File: src/rtl/pio_pkg.sv
package pio_pkg;
  localparam int REG_W     = 16;
  localparam int ADDR_W    = 6;
  localparam int NUM_PLAIN = 6;
  localparam int PIDX_W    = $clog2(NUM_PLAIN);

  // Byte offsets decoded from the low address bits
  localparam logic [ADDR_W-1:0] OFS_MODE    = 6'h00;
  localparam logic [ADDR_W-1:0] OFS_CLKDIV  = 6'h04;
  localparam logic [ADDR_W-1:0] OFS_STATUS  = 6'h08;
  localparam logic [ADDR_W-1:0] OFS_POWER   = 6'h0C;
  localparam logic [ADDR_W-1:0] OFS_CLKCTL  = 6'h10;
  localparam logic [ADDR_W-1:0] OFS_IRQREQ  = 6'h14;
  localparam logic [ADDR_W-1:0] OFS_IRQMASK = 6'h18;
  localparam logic [ADDR_W-1:0] OFS_IRQSTAT = 6'h1C;
  localparam logic [ADDR_W-1:0] OFS_DIR     = 6'h20;
  localparam logic [ADDR_W-1:0] OFS_LVLA    = 6'h24;
  localparam logic [ADDR_W-1:0] OFS_LVLB    = 6'h28;

  localparam logic [REG_W-1:0] STATUS_VAL  = 16'h0002;
  localparam logic [REG_W-1:0] POWER_FORCE = 16'h8040;
  localparam int               POWER_TRIG  = 7;

  typedef enum logic [2:0] {
    SEL_NONE,
    SEL_PLAIN,
    SEL_STATUS,
    SEL_POWER,
    SEL_DIR,
    SEL_LEVEL
  } rdSel_e;

  typedef struct packed {
    logic [NUM_PLAIN-1:0] wrPlain;
    logic                 wrPower;
    logic                 wrDir;
    logic                 wrLevel;
    rdSel_e               rdSel;
    logic [PIDX_W-1:0]    plainIdx;
  } ctlStrobe_t;
endpackage

File: src/rtl/pio_ctrl.sv
module pio_ctrl
  import pio_pkg::*;
#(
  parameter int AW = ADDR_W
) (
  input  logic          busWr,
  input  logic          busRd,
  input  logic [AW-1:0] busAddr,
  output ctlStrobe_t    st
);
  logic [NUM_PLAIN-1:0] plainHit;
  logic [PIDX_W-1:0]    plainIdx;
  logic                 anyPlain;

  // Plain storage slots: 0 mode, 1 clkdiv, 2 clkctl, 3 irqreq, 4 irqmask, 5 irqstat
  always_comb begin
    plainHit = '0;
    plainIdx = '0;
    unique case (busAddr)
      OFS_MODE:    begin plainHit[0] = 1'b1; plainIdx = 3'd0; end
      OFS_CLKDIV:  begin plainHit[1] = 1'b1; plainIdx = 3'd1; end
      OFS_CLKCTL:  begin plainHit[2] = 1'b1; plainIdx = 3'd2; end
      OFS_IRQREQ:  begin plainHit[3] = 1'b1; plainIdx = 3'd3; end
      OFS_IRQMASK: begin plainHit[4] = 1'b1; plainIdx = 3'd4; end
      OFS_IRQSTAT: begin plainHit[5] = 1'b1; plainIdx = 3'd5; end
      default:     ;
    endcase
  end

  assign anyPlain = |plainHit;

  always_comb begin
    st          = '0;
    st.wrPlain  = busWr ? plainHit : '0;
    st.wrPower  = busWr && (busAddr == OFS_POWER);
    st.wrDir    = busWr && (busAddr == OFS_DIR);
    st.wrLevel  = busWr && ((busAddr == OFS_LVLA) || (busAddr == OFS_LVLB));
    st.plainIdx = plainIdx;
    st.rdSel    = SEL_NONE;
    if (busRd) begin
      if (anyPlain)                                            st.rdSel = SEL_PLAIN;
      else if (busAddr == OFS_STATUS)                          st.rdSel = SEL_STATUS;
      else if (busAddr == OFS_POWER)                           st.rdSel = SEL_POWER;
      else if (busAddr == OFS_DIR)                             st.rdSel = SEL_DIR;
      else if ((busAddr == OFS_LVLA) || (busAddr == OFS_LVLB)) st.rdSel = SEL_LEVEL;
      else                                                     st.rdSel = SEL_NONE;
    end
  end
endmodule

File: src/rtl/pio_datapath.sv
module pio_datapath
  import pio_pkg::*;
#(
  parameter int DW = REG_W
) (
  input  logic          clk,
  input  logic          rstN,
  input  ctlStrobe_t    st,
  input  logic [DW-1:0] busWdata,
  input  logic [DW-1:0] gpioEvtValid,
  input  logic [DW-1:0] gpioEvtLevel,
  output logic [DW-1:0] busRdata,
  output logic [DW-1:0] gpioOut,
  output logic [DW-1:0] gpioChg
);
  logic [DW-1:0] plainQ [NUM_PLAIN];
  logic [DW-1:0] powerQ, dirQ, levelQ, outQ, chgQ;
  logic [DW-1:0] dirNext, levelNext, gatedNext, powerData;
  logic          refresh;

  // Plain storage registers
  for (genvar g = 0; g < NUM_PLAIN; g++) begin : gPlain
    always_ff @(posedge clk) begin
      if (!rstN)              plainQ[g] <= '0;
      else if (st.wrPlain[g]) plainQ[g] <= busWdata;
    end
  end

  // Power register with forcing rule
  assign powerData = busWdata[POWER_TRIG] ? (busWdata | POWER_FORCE) : busWdata;

  always_ff @(posedge clk) begin
    if (!rstN)           powerQ <= '0;
    else if (st.wrPower) powerQ <= powerData;
  end

  // GPIO direction and level
  assign dirNext = st.wrDir ? busWdata : dirQ;

  for (genvar i = 0; i < DW; i++) begin : gLine
    always_comb begin
      if (st.wrLevel)           levelNext[i] = busWdata[i] & dirQ[i];
      else if (gpioEvtValid[i]) levelNext[i] = gpioEvtLevel[i];
      else                      levelNext[i] = levelQ[i];
    end
  end

  assign gatedNext = levelNext & dirNext;
  assign refresh   = st.wrDir | st.wrLevel;

  always_ff @(posedge clk) begin
    if (!rstN) begin
      dirQ   <= '0;
      levelQ <= '0;
      outQ   <= '0;
      chgQ   <= '0;
    end else begin
      dirQ   <= dirNext;
      levelQ <= levelNext;
      if (refresh) begin
        outQ <= gatedNext;
        chgQ <= gatedNext ^ outQ;
      end else begin
        chgQ <= '0;
      end
    end
  end

  // Read mux
  always_comb begin
    unique case (st.rdSel)
      SEL_PLAIN:  busRdata = plainQ[st.plainIdx];
      SEL_STATUS: busRdata = STATUS_VAL;
      SEL_POWER:  busRdata = powerQ;
      SEL_DIR:    busRdata = dirQ;
      SEL_LEVEL:  busRdata = levelQ;
      default:    busRdata = '0;
    endcase
  end

  assign gpioOut = outQ;
  assign gpioChg = chgQ;

  assert_out_gated_R6: assert property (@(posedge clk) disable iff (!rstN)
    (outQ & ~dirQ) == '0);

  assert_chg_cause_R7: assert property (@(posedge clk) disable iff (!rstN)
    refresh |=> (chgQ == (outQ ^ $past(outQ))));

  assert_chg_quiet_R7: assert property (@(posedge clk) disable iff (!rstN)
    !refresh |=> (chgQ == '0) && $stable(outQ));

  assert_level_masked_R5: assert property (@(posedge clk) disable iff (!rstN)
    st.wrLevel |=> (levelQ & ~$past(dirQ)) == '0);

  assert_power_force_R3: assert property (@(posedge clk) disable iff (!rstN)
    (st.wrPower && busWdata[POWER_TRIG]) |=> (powerQ & POWER_FORCE) == POWER_FORCE);

  assert_status_read_R4: assert property (@(posedge clk) disable iff (!rstN)
    (st.rdSel == SEL_STATUS) |-> busRdata == STATUS_VAL);
endmodule

File: src/rtl/pio_regfile.sv
module pio_regfile
  import pio_pkg::*;
#(
  parameter int DW = REG_W,
  parameter int AW = ADDR_W
) (
  input  logic          clk,
  input  logic          rstN,
  input  logic          busWr,
  input  logic          busRd,
  input  logic [AW-1:0] busAddr,
  input  logic [DW-1:0] busWdata,
  output logic [DW-1:0] busRdata,
  input  logic [DW-1:0] gpioEvtValid,
  input  logic [DW-1:0] gpioEvtLevel,
  output logic [DW-1:0] gpioOut,
  output logic [DW-1:0] gpioChg
);
  ctlStrobe_t st;
  logic       addrMapped;

  pio_ctrl #(.AW(AW)) uCtrl (
    .busWr   (busWr),
    .busRd   (busRd),
    .busAddr (busAddr),
    .st      (st)
  );

  pio_datapath #(.DW(DW)) uData (
    .clk          (clk),
    .rstN         (rstN),
    .st           (st),
    .busWdata     (busWdata),
    .gpioEvtValid (gpioEvtValid),
    .gpioEvtLevel (gpioEvtLevel),
    .busRdata     (busRdata),
    .gpioOut      (gpioOut),
    .gpioChg      (gpioChg)
  );

  assign addrMapped = busAddr inside {OFS_MODE, OFS_CLKDIV, OFS_STATUS, OFS_POWER,
                                      OFS_CLKCTL, OFS_IRQREQ, OFS_IRQMASK, OFS_IRQSTAT,
                                      OFS_DIR, OFS_LVLA, OFS_LVLB};

  assert_unmapped_zero_R10: assert property (@(posedge clk) disable iff (!rstN)
    (!busRd || !addrMapped) |-> busRdata == '0);

  assert_unmapped_nochg_R10: assert property (@(posedge clk) disable iff (!rstN)
    (busWr && !addrMapped) |=> gpioChg == '0);
endmodule

File: config.mk
export PLATFORM = sky130hd
export DESIGN_NAME = pio_regfile
export DESIGN_NICKNAME = d
export VERILOG_FILES = /design/src/rtl/pio_pkg.sv /design/src/rtl/pio_ctrl.sv /design/src/rtl/pio_datapath.sv /design/src/rtl/pio_regfile.sv
export SDC_FILE = /design/constraint.sdc
export NUM_CORES = 1
export LEC_CHECK = 0
export BUFFER_PORTS_ARGS = -buffer_cell sky130_fd_sc_hd__buf_2
export CAP_MARGIN = 40
export CORE_AREA = 2 2 138 140
export CTS_CLUSTER_DIAMETER = 80
export CTS_CLUSTER_SIZE = 28
export DETAILED_ROUTE_END_ITERATION = 10
export DIE_AREA = 0 0 140 142
export PLACE_DENSITY = 0.62
export SETUP_SLACK_MARGIN = 0.2
export SYNTH_ARGS = -nofsm -noshare
export SYNTH_HDL_FRONTEND = slang
export SYNTH_HIERARCHICAL = 1
export SYNTH_SLANG_ARGS = --single-unit
File: constraint.sdc
create_clock -name clk -period 3.4 [get_ports clk]
set_clock_uncertainty 0.2 [all_clocks]
set_input_delay 0.51 -clock clk [delete_from_list [all_inputs] [get_ports clk]]
set_output_delay 0.51 -clock clk [all_outputs]
set_load 0.1 [all_outputs]
[Word level (Yosys, flattened, before mapping)]
Memories as Yosys holds them, arrays and structs flattened.
Cells that the tools add are included.
Word-level totals
  flip-flop bits (word level): 80
  bits in writable memories: 96
  memories kept: 1
Memory list
  uData.plainQ: words 6, width 16, rd ports 1, clocked after memory_dff 0, wr ports 6, RTL line pio_datapath.sv:16  | logic [DW-1:0] plainQ [NUM_PLAIN];
Cells by class
  equal/unequal tests: 15
  muxes and demuxes: 74
  bitwise logic cells: 25
  reduce and logical (&&, ||, !) cells: 7
Operators by type and width (number)
  $mux W16: 8
  $pmux W16 S5: 1
  $mux W1: 57
  $eq A6 B5 Y1 const B: 4
  $eq A6 B6 Y1 const B: 3
  $mux W3: 6
  $and A1 B1 Y1: 16
  $and A16 B16 Y16: 1
  $xor A16 B16 Y16: 1
  $pmux W3 S5: 1
  $eq A6 B4 Y1 const B: 2
  $or A1 B1 Y1: 7
  $eq A3 B2 Y1 const B: 2
  $eq A3 B3 Y1 const B: 2
  $eq A6 B3 Y1 const B: 1
  $logic_not A6 Y1: 1
  $mux W6: 1
  $reduce_or A6 Y1: 1
  $eq A3 B1 Y1 const B: 1
  $logic_and A1 B1 Y1: 3
  $reduce_and A2 Y1: 1
  $logic_or A1 B1 Y1: 1

[Depth between registers and ports, before layout]
Gate-level depths: netlist (run 1).
  depth after elaboration: 10
  mapped depth: 10

[By module]
Netlist (run 1), hierarchy kept.
Modules (own cells, without submodules)
  pio_datapath: instances 1, cells an instance 682, area an instance 7898.8 um^2
  pio_ctrl: instances 1, cells an instance 34, area an instance 222.7 um^2

[Worst setup path before layout (run 1)]
OpenSTA, ideal clock, no wires.
  kind: in2out
  from: input port busAddr[1]
  to: output port busRdata[1]
  data arrival time: 3116 ps
  data required time: 2690 ps
  setup slack: -426 ps
  stages on the path: 8
  cells stage by stage: nor2_1 > nand2_1 > nor3_1 > nor2b_1 > clkbuf_2 > buf_2 > a21oi_1 > o211ai_1
RTL lines
  start: declaration: RTL line pio_regfile.sv:11  | input logic [AW-1:0] busAddr,
  end: declaration: RTL line pio_regfile.sv:13  | output logic [DW-1:0] busRdata,

==> qor.txt, run 1 <==
Critical path capture point = busRdata[9]
Type of destination of the critical path = primary output
Leakage power total = 3.98 nW
Cell type with the highest aggregate area in the netlist = sky130_fd_sc_hd__edfxtp_1
Crit path launch = busAddr[5]
Via count = 5940
Number of buffers created by CTS = 17
Slowest stage cell on the critical path = sky130_fd_sc_hd__and2b_2
Most used cell, CP = sky130_fd_sc_hd__buf_6
Max-capacitance violation count = 0
Insertion delay to the later sink of the worst-skew pair = 0.42 ns
Worst reg2reg startpoint = uData/dirQ[1]
DRC Markers = 2
Router iterations before antenna repair = 8
Net count, final = 881
Part of the Yosys area used for sequential elements = 55.2%
Final critical-path share of the clock period = 90.7%
Multi-input gate area in the final layout = 0.00345 mm2
Critical path peak fanout = 7
Fraction of final layout cells with drive strength greater than 1 = 26.3%
First-pass GRT wire length = 31700 um
Highest metal layer with signal wires = met4
Floorplan die width = 140 um
Die footprint = 0.0199 mm2
Initial Util = 44.0%
Area inside the core boundary = 0.0185 mm2
Routed Antenna Nets = 0
Critical register-to-register path endpoint = uData/gpioChg[1]
Peak ir drop on the vdd network = 0.381 mV
Slack of the worst reg-to-reg path = 2.01 ns
Diode count = 0
Global-route usage over all layers = 20.1%
Number of library cell types mapped by synthesis = 40
Cts hold-fix bufs = 0
Routed length per instance = 18.6 um
Crit path cell chain = buf_2, buf_4, nor3_1, a21o_1, a221oi_2, buf_6, and2b_2, a22oi_1, nand2_1, buf_6
Clock buffer depth = 2
Period minus WS final = 3.08 ns
WHS Path Cells = 3
Wire length on met3 = 1030 um
Detailed placement HPWL = 14000 um
Arrival time at the worst endpoint = 2.37 ns
Data required time of the critical path = 2.69 ns
Status = complete, but fails checks
Fraction of post-synthesis cell area in the top cell type by area = 35.5%
Post-synthesis average cell area = 11.3 um2
Antenna violations before repair = 1
Footprint of the flip-flops and latches = 0.00448 mm2
Post-synthesis to final-layout area growth = 21.0%
Post-synthesis net count = 774
End-of-flow core utilization = 53.2%
Register clock-pin slew on the reported worst setup and hold paths = 0.07 ns
Normalized max-slew margin = 46.7%
Area after detailed placement = 0.00906 mm2
Unrepaired setup endpoints after global routing = no
Clock tree from TritonCTS = done
Ranking of synthesized cells by area = sky130_fd_sc_hd__edfxtp_1 (35%), sky130_fd_sc_hd__dfxtp_1 (20%), sky130_fd_sc_hd__mux2i_1 (12%)
Number of sinks driven by the clock tree = 176
Ratio of routed vias to standard cells = 5.55
Netlist Area Pre-Place = 0.00812 mm2
Path type of the worst min-delay path = primary input to flip-flop
Fmax achieved = 324 MHz
Cell area after layout = 0.00982 mm2
Routed length on met1 = 9200 um
Startpoint type of the worst setup path = primary input
Total of endpoints with negative setup slack in the final report = 0
Vias in the first global route = 6030
Number of standard-cell rows in the floorplan = 50
Crit path largest cell delay = 0.30 ns
Deepest level of the CTS H-tree = 4
Global placer's final weighted congestion = 0.822
Actual transition at the worst max-transition pin = 0.800 ns
Ratio of total power to cell area = 467 mW/mm2
Amount of wire on met2 after detailed routing = 9490 um
Worst hold slack after final layout = 0.270 ns
Clock root cell = sky130_fd_sc_hd__clkbuf_16
Number of warnings reported in the yosys synthesis log = 6
Number of synthesized flops with an enable pin = 96
Total wire length = 19900 um
Synth async-reset ratio = 0%
Number of cell instances on the worst register-to-register path = 4
Placed Instances = 1032
Most frequently used flop master after synthesis = sky130_fd_sc_hd__edfxtp_1
Filler cell count = 1557
Largest net degree at the start of global routing = 47
Layout Cells excl Fill = 1070
I/O Pins = 106
Flip-flop and latch count after synthesis = 176
Worst setup path category = primary input to primary output
Top library cells by usage in the layout, fill and taps aside = sky130_fd_sc_hd__and3_1 (96), sky130_fd_sc_hd__edfxtp_1 (96), sky130_fd_sc_hd__mux2i_1 (94)
Violated checks = design-rule violations
Remaining global-route overflow = 0
Instance count of the mapped netlist = 716
Final hold vios = 0
Fin. max-slew vios = 0
Vertical die dimension = 142 um
IO Port Bufs = 105
Iter 0 DRT Violations = 383
report_power, final:
part           leakage [nW]  switching (mW)  internal [mW]  total (mW)
registers              1.56          0.0261           2.31        2.34
clock network         0.298           0.842           1.08        1.93
logic                  2.12           0.219          0.107       0.325
sequential cells by signal, summed over array words and instances (netlist names):
signal / flops
uData/plainQ: 96
uData/dirQ: 16
uData/gpioChg: 16
uData/gpioOut: 16
uData/levelQ: 16
uData/powerQ: 16
worst max-delay path: cells and delay by family:
family                 cells  cell delay, ns
buffers and inverters      4            0.63
AOI/OAI and AO/OA          3            0.72
and+or+nand+nor            3            0.50
logic make-up after synthesis:
kind of cell,share of synthesized area [%]
buf+inv,3.94
xor+xnor,1.83
simple gates,16.2
mux,11.6
compound gates,11.2
flops,55.2
metrics by stage:
| step | power, mW | TNS, ns | worst slack (ns) |
|---|---|---|---|
| floorplan | 2.56 | -0.190 | -0.190 |
| global placement | 2.69 | 0 | 0.136 |
| detailed placement | 2.70 | 0 | 0.117 |
| CTS | 4.62 | 0 | 0.207 |
| global route | 4.75 | 0 | 0.195 |
| finish | 4.59 | 0 | 0.318 |
cell type report:
cell class,instances,area share [%]
sequential,176,45.6
multi-input combinational,479,35.1
clock inverter,11,0.891
timing repair buffer,145,10.1
inverter,4,0.153
tap,234,2.98
clock buffer,21,5.13
how the worst min path moves through the flow:
stage / startpoint / endpoint / slack (ns)
after floorplan: uData/powerQ[1] / uData/powerQ[1] / 0.26
after global placement: uData/powerQ[9] / uData/powerQ[9] / 0.28
after detailed placement: uData/powerQ[2] / uData/powerQ[2] / 0.28
after CTS: busWdata[2] / uData/powerQ[2] / 0.25
after global routing: busWdata[15] / uData/powerQ[15] / 0.26
final: busWdata[2] / uData/powerQ[2] / 0.27
timing repair:
item                       CTS  global route
cloned                       0             3
setup endpoints to repair   14            16
pin swaps                    0             1
setup buffers                0             3
resized for setup           14            12
per-layer routing:
| layer | global-route usage (%) | up-vias |
|---|---|---|
| met2 | 32.7 | 162 |
| met4 | 6.43 | 0 |
| met3 | 4.04 | 17 |
| met1 | 27.2 | 2889 |
| li1 | - | 2872 |
| met5 | 0 | - |
cells in the mapped netlist (2+ instances only):
library cell               number
sky130_fd_sc_hd__a22oi_1       31
sky130_fd_sc_hd__inv_1          2
sky130_fd_sc_hd__mux2i_1       94
sky130_fd_sc_hd__clkbuf_1      21
sky130_fd_sc_hd__edfxtp_1      96
sky130_fd_sc_hd__buf_4          5
sky130_fd_sc_hd__nand3_1       33
sky130_fd_sc_hd__nor2_1        45
sky130_fd_sc_hd__buf_2         21
sky130_fd_sc_hd__a22o_1        15
sky130_fd_sc_hd__nor2b_1        3
sky130_fd_sc_hd__buf_1          4
sky130_fd_sc_hd__a21oi_1        3
sky130_fd_sc_hd__a211o_1       16
sky130_fd_sc_hd__nor4_4         2
sky130_fd_sc_hd__a211oi_1      17
sky130_fd_sc_hd__nand2_1       38
sky130_fd_sc_hd__buf_6          3
sky130_fd_sc_hd__nor2_2        10
sky130_fd_sc_hd__a21boi_0      16
sky130_fd_sc_hd__and3_1        96
sky130_fd_sc_hd__nand2b_1       6
sky130_fd_sc_hd__nor3_2         2
sky130_fd_sc_hd__nor3_1         5
sky130_fd_sc_hd__o21ai_0       20
sky130_fd_sc_hd__clkbuf_2       3
sky130_fd_sc_hd__dfxtp_1       80
sky130_fd_sc_hd__xor2_1        16
sky130_fd_sc_hd__inv_2          2
Power figures use the tool's default switching activity.
==> run 2, diff against run 1 <==
clock period = 3.64 ns   (was 3.4 ns; I/O delays follow)
==> run 2 against run 1 <==
Against the previous run:
- the flow still finishes with violations (design-rule violations)
- routed wire length grew 3.2%
- final cell count decreased by 0.84%
- die area unchanged
- clock power is 7% lower
- clock-buffer cell count is 1 lower
- utilization shrank 1.0 points
- register-to-register slack improved by 0.20 ns
- sequential power decreased by 6%
- worst hold slack improved by 0.036 ns
- via count grew 2.2%
- critical endpoint unchanged
- flip-flop and latch count did not move
==> qor.txt, run 2 (same netlist as run 1, synthesis figures left out) <==
Clock buffer depth = 2
First-pass GRT wire length = 32400 um
Setup TNS = 0 ns
Initial Util = 44.0%
Diode count = 0
Final WS setup = 0.302 ns
Actual transition at the worst max-transition pin = 0.836 ns
Number of standard-cell rows in the floorplan = 50
Deepest level of the CTS H-tree = 4
Via count = 6069
Antenna violations before repair = 0
Arrival time at the worst endpoint = 2.59 ns
Total of endpoints with negative setup slack in the final report = 0
Period minus WS final = 3.34 ns
DRC Markers = 3
Number of sinks driven by the clock tree = 176
Unrepaired setup endpoints after global routing = yes
Max-capacitance violation count = 0
I/O Pins = 106
Routed Antenna Nets = 0
Ratio of routed vias to standard cells = 5.72
Peak ir drop on the vdd network = 0.377 mV
Vias in the first global route = 6087
Net count, final = 872
Area inside the core boundary = 0.0185 mm2
Floorplan die width = 140 um
Routed length per instance = 19.4 um
Router iterations before antenna repair = 8
Remaining global-route overflow = 0
Startpoint type of the worst setup path = primary input
IO Port Bufs = 105
Area after detailed placement = 0.00899 mm2
Register clock-pin slew on the reported worst setup and hold paths = 0.07 ns
Clock root cell = sky130_fd_sc_hd__clkbuf_16
Fraction of final layout cells with drive strength greater than 1 = 24.3%
Global-route usage over all layers = 20.7%
Worst setup path category = primary input to primary output
Iter 0 DRT Violations = 497
Cell area after layout = 0.00964 mm2
Ratio of total power to cell area = 445 mW/mm2
Fin. max-slew vios = 0
Vertical die dimension = 142 um
Largest net degree at the start of global routing = 47
Detailed placement HPWL = 14300 um
Normalized max-slew margin = 44.3%
Largest register by flop count = uData/plainQ
Clock tree from TritonCTS = done
Final critical-path share of the clock period = 91.7%
Post-synthesis to final-layout area growth = 18.6%
Critical path peak fanout = 18
WHS Path Cells = 2
Number of buffers created by CTS = 17
Fmax achieved = 300 MHz
Type of destination of the critical path = primary output
Number of cell instances on the worst register-to-register path = 4
Violated checks = design-rule violations
Final hold vios = 0
Data required time of the critical path = 2.89 ns
Path type of the worst min-delay path = flip-flop to flip-flop
Top library cells by usage in the layout, fill and taps aside = sky130_fd_sc_hd__and3_1 (96), sky130_fd_sc_hd__edfxtp_1 (96), sky130_fd_sc_hd__mux2i_1 (94)
Global placer's final weighted congestion = 0.870
Leakage power total = 3.91 nW
Total wire length = 20600 um
Die footprint = 0.0199 mm2
Flip-flop count of the largest register, all copies and words added = 96
Insertion delay to the later sink of the worst-skew pair = 0.42 ns
Worst Setup Slack post-DPL = 0.211 ns
Cts hold-fix bufs = 0
Status = complete, but fails checks
Overall power after layout = 4.29 mW
[run 2: critical path, stage by stage]
cell,delay [ns]
sky130_fd_sc_hd__buf_2,0.13
sky130_fd_sc_hd__nor2_4,0.17
sky130_fd_sc_hd__nand2_2,0.11
sky130_fd_sc_hd__a211oi_4,0.24
sky130_fd_sc_hd__nor2b_1,0.29
sky130_fd_sc_hd__buf_12,0.20
sky130_fd_sc_hd__and2b_4,0.30
sky130_fd_sc_hd__a22oi_1,0.14
sky130_fd_sc_hd__nand2_1,0.12
sky130_fd_sc_hd__clkbuf_4,0.34
[run 2: final cells by class]
class                           instances  area, um2
Clock buffer                           20        467
Clock inverter                         12        125
Fill cell                            1608       8820
Inverter                                4       15.0
Multi-Input combinational cell        478       3400
Sequential cell                       176       4480
Tap cell                              234        293
Timing Repair Buffer                  137        853
[run 2: per-stage QoR]
step / hold WS, ns / instances / utilization (%)
3_3_place_gp: 0.275 / 1026 / 48.5
2_1_floorplan: 0.261 / 716 / -
5_1_grt: 0.330 / 1061 / 52.2
3_5_place_dp: 0.289 / 1027 / 48.7
4_1_cts: 0.293 / 1061 / 52.0
6_report: 0.305 / 1061 / 52.2
[run 2: routing by layer]
metal / vias up / GRT usage, % / wire length (um)
met1: 3012 / 27.4 / 9390
met4: 0 / 6.38 / 232
li1: 2860 / - / -
met5: - / 0 / 0
met3: 16 / 3.30 / 963
met2: 181 / 35.3 / 9990
[run 2: path summary, 6_finish.rpt]
| path | slack (ns) | endpoint | from |
|---|---|---|---|
| min reg2reg | 0.31 | uData/powerQ[5] | uData/powerQ[5] |
| max reg2reg | 2.21 | uData/gpioChg[1] | uData/dirQ[1] |
| min | 0.31 | uData/powerQ[5] | uData/powerQ[5] |
| max | 0.30 | busRdata[9] | busAddr[0] |
[run 2: report_power, final]
part           internal, mW  switching, mW  leakage (nW)  total, mW
Combinational        0.0914          0.206          2.05      0.297
Clock                  1.02          0.789         0.295       1.80
Sequential             2.16         0.0256          1.56       2.19
[run 2: timing repair]
item | 4_1_cts | 5_1_grt
buffers inserted | 2 | 0
resized for setup | 1 | 16
setup endpoints to repair | 4 | 16
